## config.mk

```make
export PLATFORM = sky130hd
export DESIGN_NAME = pg_rule_eval
export DESIGN_NICKNAME = d
export VERILOG_FILES = /design/src/rtl/pg_perm_pkg.sv /design/src/rtl/pg_rule_eval.sv
export SDC_FILE = /design/constraint.sdc
export NUM_CORES = 1
export LEC_CHECK = 0
export BUFFER_PORTS_ARGS = -buffer_cell sky130_fd_sc_hd__buf_2
export CAP_MARGIN = 20
export CORE_AREA = 5 5 42 44
export DETAILED_ROUTE_END_ITERATION = 10
export DIE_AREA = 0 0 47 49
export MAX_ROUTING_LAYER = met4
export PLACE_DENSITY = 0.3
export SYNTH_ARGS = -nofsm -noshare
export SYNTH_HDL_FRONTEND = slang
export SYNTH_SLANG_ARGS = --single-unit
```

## constraint.sdc

```tcl
create_clock -name vclk -period 1.1
set_input_delay 0.22 -clock vclk [all_inputs]
set_output_delay 0.22 -clock vclk [all_outputs]
set_load 0.02 [all_outputs]
```

## src/rtl/pg_perm_pkg.sv

```systemverilog
package pg_perm_pkg;

  localparam int unsigned ERR_W = 7;

  localparam int unsigned EB_PRESENT = 0;
  localparam int unsigned EB_WRITE   = 1;
  localparam int unsigned EB_USER    = 2;
  localparam int unsigned EB_RSVD    = 3;
  localparam int unsigned EB_FETCH   = 4;
  localparam int unsigned EB_PKEY    = 5;
  localparam int unsigned EB_SSTK    = 6;

  typedef enum logic [1:0] {
    ACC_READ  = 2'b00,
    ACC_WRITE = 2'b01,
    ACC_FETCH = 2'b10,
    ACC_ALT   = 2'b11
  } acc_e;

  typedef struct packed {
    logic present;
    logic user;
    logic writable;
    logic noexec;
  } pte_perm_t;

  typedef struct packed {
    logic wp_en;
    logic sup_exec_block;
    logic sup_data_block;
    logic sup_data_ovr;
  } perm_ctl_t;

  typedef struct packed {
    logic rsvd;
    logic pkey;
    logic sstk;
  } ext_viol_t;

endpackage

```

## src/rtl/pg_rule_eval.sv

```systemverilog
module pg_rule_eval
  import pg_perm_pkg::*;
(
  input  pte_perm_t perm_i,
  input  perm_ctl_t ctl_i,
  input  logic      user_mode_i,
  input  acc_e      acc_i,
  output logic      is_write_o,
  output logic      is_fetch_o,
  output logic      perm_fault_o
);

  logic priv_f, wr_f, nx_f, sexec_f, sdata_f, kern_on_user;

  always_comb begin
    is_write_o   = (acc_i == ACC_WRITE);
    is_fetch_o   = (acc_i == ACC_FETCH);
    kern_on_user = !user_mode_i && perm_i.user;

    priv_f  = user_mode_i && !perm_i.user;
    nx_f    = is_fetch_o && perm_i.noexec;
    // kernel writes honour read-only only when enforcement is on
    wr_f    = is_write_o && !perm_i.writable && (user_mode_i || ctl_i.wp_en);
    sexec_f = kern_on_user && is_fetch_o && ctl_i.sup_exec_block;
    sdata_f = kern_on_user && !is_fetch_o && ctl_i.sup_data_block && !ctl_i.sup_data_ovr;

    perm_fault_o = perm_i.present && (priv_f || nx_f || wr_f || sexec_f || sdata_f);
  end

endmodule

```

# Yosys cells after proc, flatten, opt, wreduce, memory -nomap -nowiden
# Cells that the tools add are included.
[totals]
elab_cells = 23
latch_bits = 0
ramBits = 0
mem_bits_ro = 0
mem_count = 0
output_inout_bits = 3
reg_bits = 0
input_bits = 11
[op_classes]
add_sub_neg = 0
n_mux = 0
div_mod_pow = 0
n_shift = 0
n_reduce_logical = 21
n_eq_ne = 2
order_cmp = 0
n_mul = 0
bitwise_logic = 0
[ops]
columns = ["cell", "count"]
rows = [
  ["$logic_and 1x1->1", 11],
  ["$logic_not 1->1", 5],
  ["$logic_or 1x1->1", 5],
  ["$eq 2x1->1 const B", 1],
  ["$eq 2x2->1 const B", 1],
]

# Longest topological paths before layout
[depth]
word_depth = 7
mapped_depth = 3

# Worst setup path after synthesis
# Ideal clock, no wire load.
[synth_path]
path_type = "input port to output port"
from = "input acc_i[1]"
to = "output perm_fault_o"
t_arrival_ns = 0.992
required_ns = 0.880
path_slack_ns = -0.112
path_stages = 3
path_buffers = 0
cell_sequence = "and2b_2 o211ai_1 a31oi_1"
[synth_via]
elab_chain_cells = 7
elab_cells_between_ends = 16
classes_between = "eq/ne (2); reduce/logical (14)"
[synth_rtl]
columns = ["element", "line_no", "text"]
rows = [
  ["from (decl)", "pg_rule_eval.sv:7", "input acc_e acc_i,"],
  ["$eq 2x2->1 / $eq 2x1->1 (equally long branches)", "pg_rule_eval.sv:17, pg_rule_eval.sv:16", ""],
  ["$logic_and 1x1->1, or another cell as far along", "pg_rule_eval.sv:21", "nx_f = is_fetch_o && perm_i.noexec;"],
  ["$logic_or 1x1->1, or another cell as far along", "pg_rule_eval.sv:27", "perm_fault_o = perm_i.present && (priv_f || nx_f || wr_f || sexec_f || sdata_f);"],
  ["$logic_or 1x1->1 / $logic_and 1x1->1 (equally long branches) (2 in a row)", "pg_rule_eval.sv:27, pg_rule_eval.sv:25", ""],
  ["$logic_or 1x1->1 *", "pg_rule_eval.sv:27", ""],
  ["$logic_and 1x1->1 *", "pg_rule_eval.sv:27", ""],
  ["to (decl)", "pg_rule_eval.sv:10", "output logic perm_fault_o"],
]
# Every way passes the cells marked *; elsewhere a longest branch is shown, timed or not.

# Final worst setup path
[layout_path]
from = "input perm_i[0] in the netlist's numbering"
to = "output perm_fault_o"
[layout_via]
elab_chain_cells = 6
[layout_rtl]
columns = ["element", "line_no", "text"]
rows = [
  ["from (decl)", "pg_rule_eval.sv:4", "input pte_perm_t perm_i,"],
  ["$logic_and 1x1->1", "pg_rule_eval.sv:21", ""],
  ["$logic_or 1x1->1 (4 in a row)", "pg_rule_eval.sv:27", ""],
  ["$logic_and 1x1->1", "pg_rule_eval.sv:27", ""],
]
# No other way between the ends.

==> key figures <==
Status
  – Run status: complete, but fails checks
  – Failing checks: negative setup slack

STA
  – FMAX: 765 MHz
  – Slew @ Worst Pin: 0.189 ns
  – RSZ-0062 raised after global routing: yes
  – Slew HR: 87.4%
  – # setup viols final: 1
  – Slew Limit Fails: 0
  – Final period util: 119%
  – Min Hold Slack: 0.776 ns
  – Final worst slack: -0.208 ns
  – Hold Vio Cnt, Final: 0
  – Final setup TNS: -0.208 ns
  – Post-layout minimum cycle time: 1.31 ns

Global routing
  – Total global routing overflow: 0
  – Met3 global-route usage: 0.369%
  – Most Crowded Layer GR: met1
  – GR Util met2: 4.07%
  – Initial antenna violation count: 0
  – Vias in the first global route: 140
  – Largest net degree at the start of global routing: 5
  – First-pass GRT wire length: 669 microns
  – Aggregate global-route resource usage: 3.67%
  – GR Util met1: 6.96%

Setup path
  – CP peak stage delay: 0.38 ns
  – Buf+Inv Stages, Crit Path: 2
  – Worst path required time: 0.88 ns
  – WS Path Type: input port to output port
  – Critical-path cell list: buf_6 > or3b_4 > o22ai_2 > a31oi_2 > buf_4
  – CP Max Fanout: 1
  – Crit path max-delay family: simple AND/OR/NAND/NOR gates
  – CP max stage cell: or3b_4
  – Crit path DAT: 1.09 ns
  – Worst setup SP type: input port
  – CP Capture Type: output port
  – Instance count on the critical path: 5

Routing
  – 1st-iter DRT viols: 0
  – Total wire length: 396 microns
  – Post-route ant nets: 0
  – Pre-antenna DRT Iters: 1
  – # DRC: 0
  – Wire per inst: 9.43 microns
  – DR vias: 142
  – Vias per cell: 3.38

Synthesis
  – Syn Nets: 22
  – Mapped Area: 87.6 sq um
  – Sequential share of the synthesized area: 0%
  – Avg Cell Area, Syn: 7.96 sq um
  – Cell variety after synth: 9
  – Post-Synthesis Cells: 11
  – Synth warn: 0

Flow run
  – Max-cap violations: 0

Finish
  – Final instance count without filler cells: 42
  – Final Util: 15.4%
  – Area Growth Syn to Fin: 146%
  – Fillcell total: 173
  – Antenna Cells: 0
  – Reg area: 0 sq um
  – Layout cells sized above 1: 80.8%
  – Nets: 39
  – Clock Buffer Count: 0
  – Sequential cell count: 0

Die
  – Full die area: 2300 sq um
  – Ports: 14
  – Die Wd: 47 microns
  – Initial Util: 6.25%
  – Die Ht: 49 microns
  – # rows: 14
  – Area of the core: 1400 sq um

Min path
  – HP Class: input port to output port
  – Hold path startpoint: perm_i[3]
  – Hold Path End: perm_fault_o
  – Hold path depth: 4

Clocking
  – Hold buffers post-CTS: 0
  – Post-CTS Setup Bufs: 0

Power
  – Static Leak: 0.000112 uW
  – Worst VDD drop: 0.0923 mV
  – Total power: 71.9 uW
  – Power per cell area: 334 nW/um^2

Place
  – Gpl congestion: 0.781
  – PortBufs: 14
  – Placed cell count: 42
[layer usage]
| layer | part of all wire [%] | vias to the layer above |
|---|---|---|
| li1 | - | 72 |
| met1 | 57 | 56 |
| met2 | 24 | 14 |
| met3 | 19 | 0 |
| met4 | 0 | 0 |
| met5 | 0 | - |
[cells by family after synthesis]
| kind of cell | share of synthesized area, % |
|---|---|
| simple gates | 61.4 |
| compound gates | 30.0 |
| buf+inv | 8.57 |
[report_power, final]
| part | switching, uW | internal [uW] |
|---|---|---|
| clock network | 0 | 0 |
| registers | 0 | 0 |
| logic | 28.5 | 43.4 |
[timing repair]
action | CTS | global route
gates resized for setup | 0 | 5
pin swaps | 0 | 3
endpoints found under the setup margin | 1 | 1
[placed cells by master, fill, tap and decap left out]
cell      instances
a31oi_2           1
and2b_2           2
and3b_1           1
and4bb_2          1
buf_2            10
buf_4             2
buf_6             3
inv_1             2
nand2b_1          1
o211ai_1          1
o22ai_2           1
or3b_4            1
[per-stage QoR]
stage / instance area, sq um / setup WS (ns)
2_1_floorplan: 93.8 / -0.0223
3_3_place_gp: 191 / -0.190
3_5_place_dp: 191 / -0.214
4_1_cts: 191 / -0.214
5_1_grt: 215 / -0.228
6_report: 215 / -0.208
[cell type report]
cell class                      instances  area, sq um  share of cell area, %
Inverter                                2         7.51                   3.49
Tap cell                               16         20.0                   9.30
Timing Repair Buffer                   15         98.8                   45.9
Multi-Input combinational cell          9         88.8                   41.3
[synth_stat cells]
library cell,instances,share of area [%]
a31oi_1,1,7.1
and2b_2,2,20
and3b_1,1,10
and4bb_2,1,14
inv_1,2,8.6
nand2b_1,1,7.1
o211ai_1,1,8.6
o22ai_2,1,14
or3b_1,1,10
[how the worst max path moves through the flow]
stage / to / start
2_1_floorplan: perm_fault_o / acc_i[1]
3_3_place_gp: perm_fault_o / acc_i[0]
3_5_place_dp: perm_fault_o / acc_i[0]
4_1_cts: perm_fault_o / acc_i[0]
5_1_grt: perm_fault_o / perm_i[0]
6_report: perm_fault_o / perm_i[0]
[tightest hold or removal path: cells and delay by family]
family / cells / cell delay (ns)
buffers and inverters: 3 / 0.31
AO/OA/AOI/OAI: 1 / 0.04
Power figures use the tool's default switching activity.
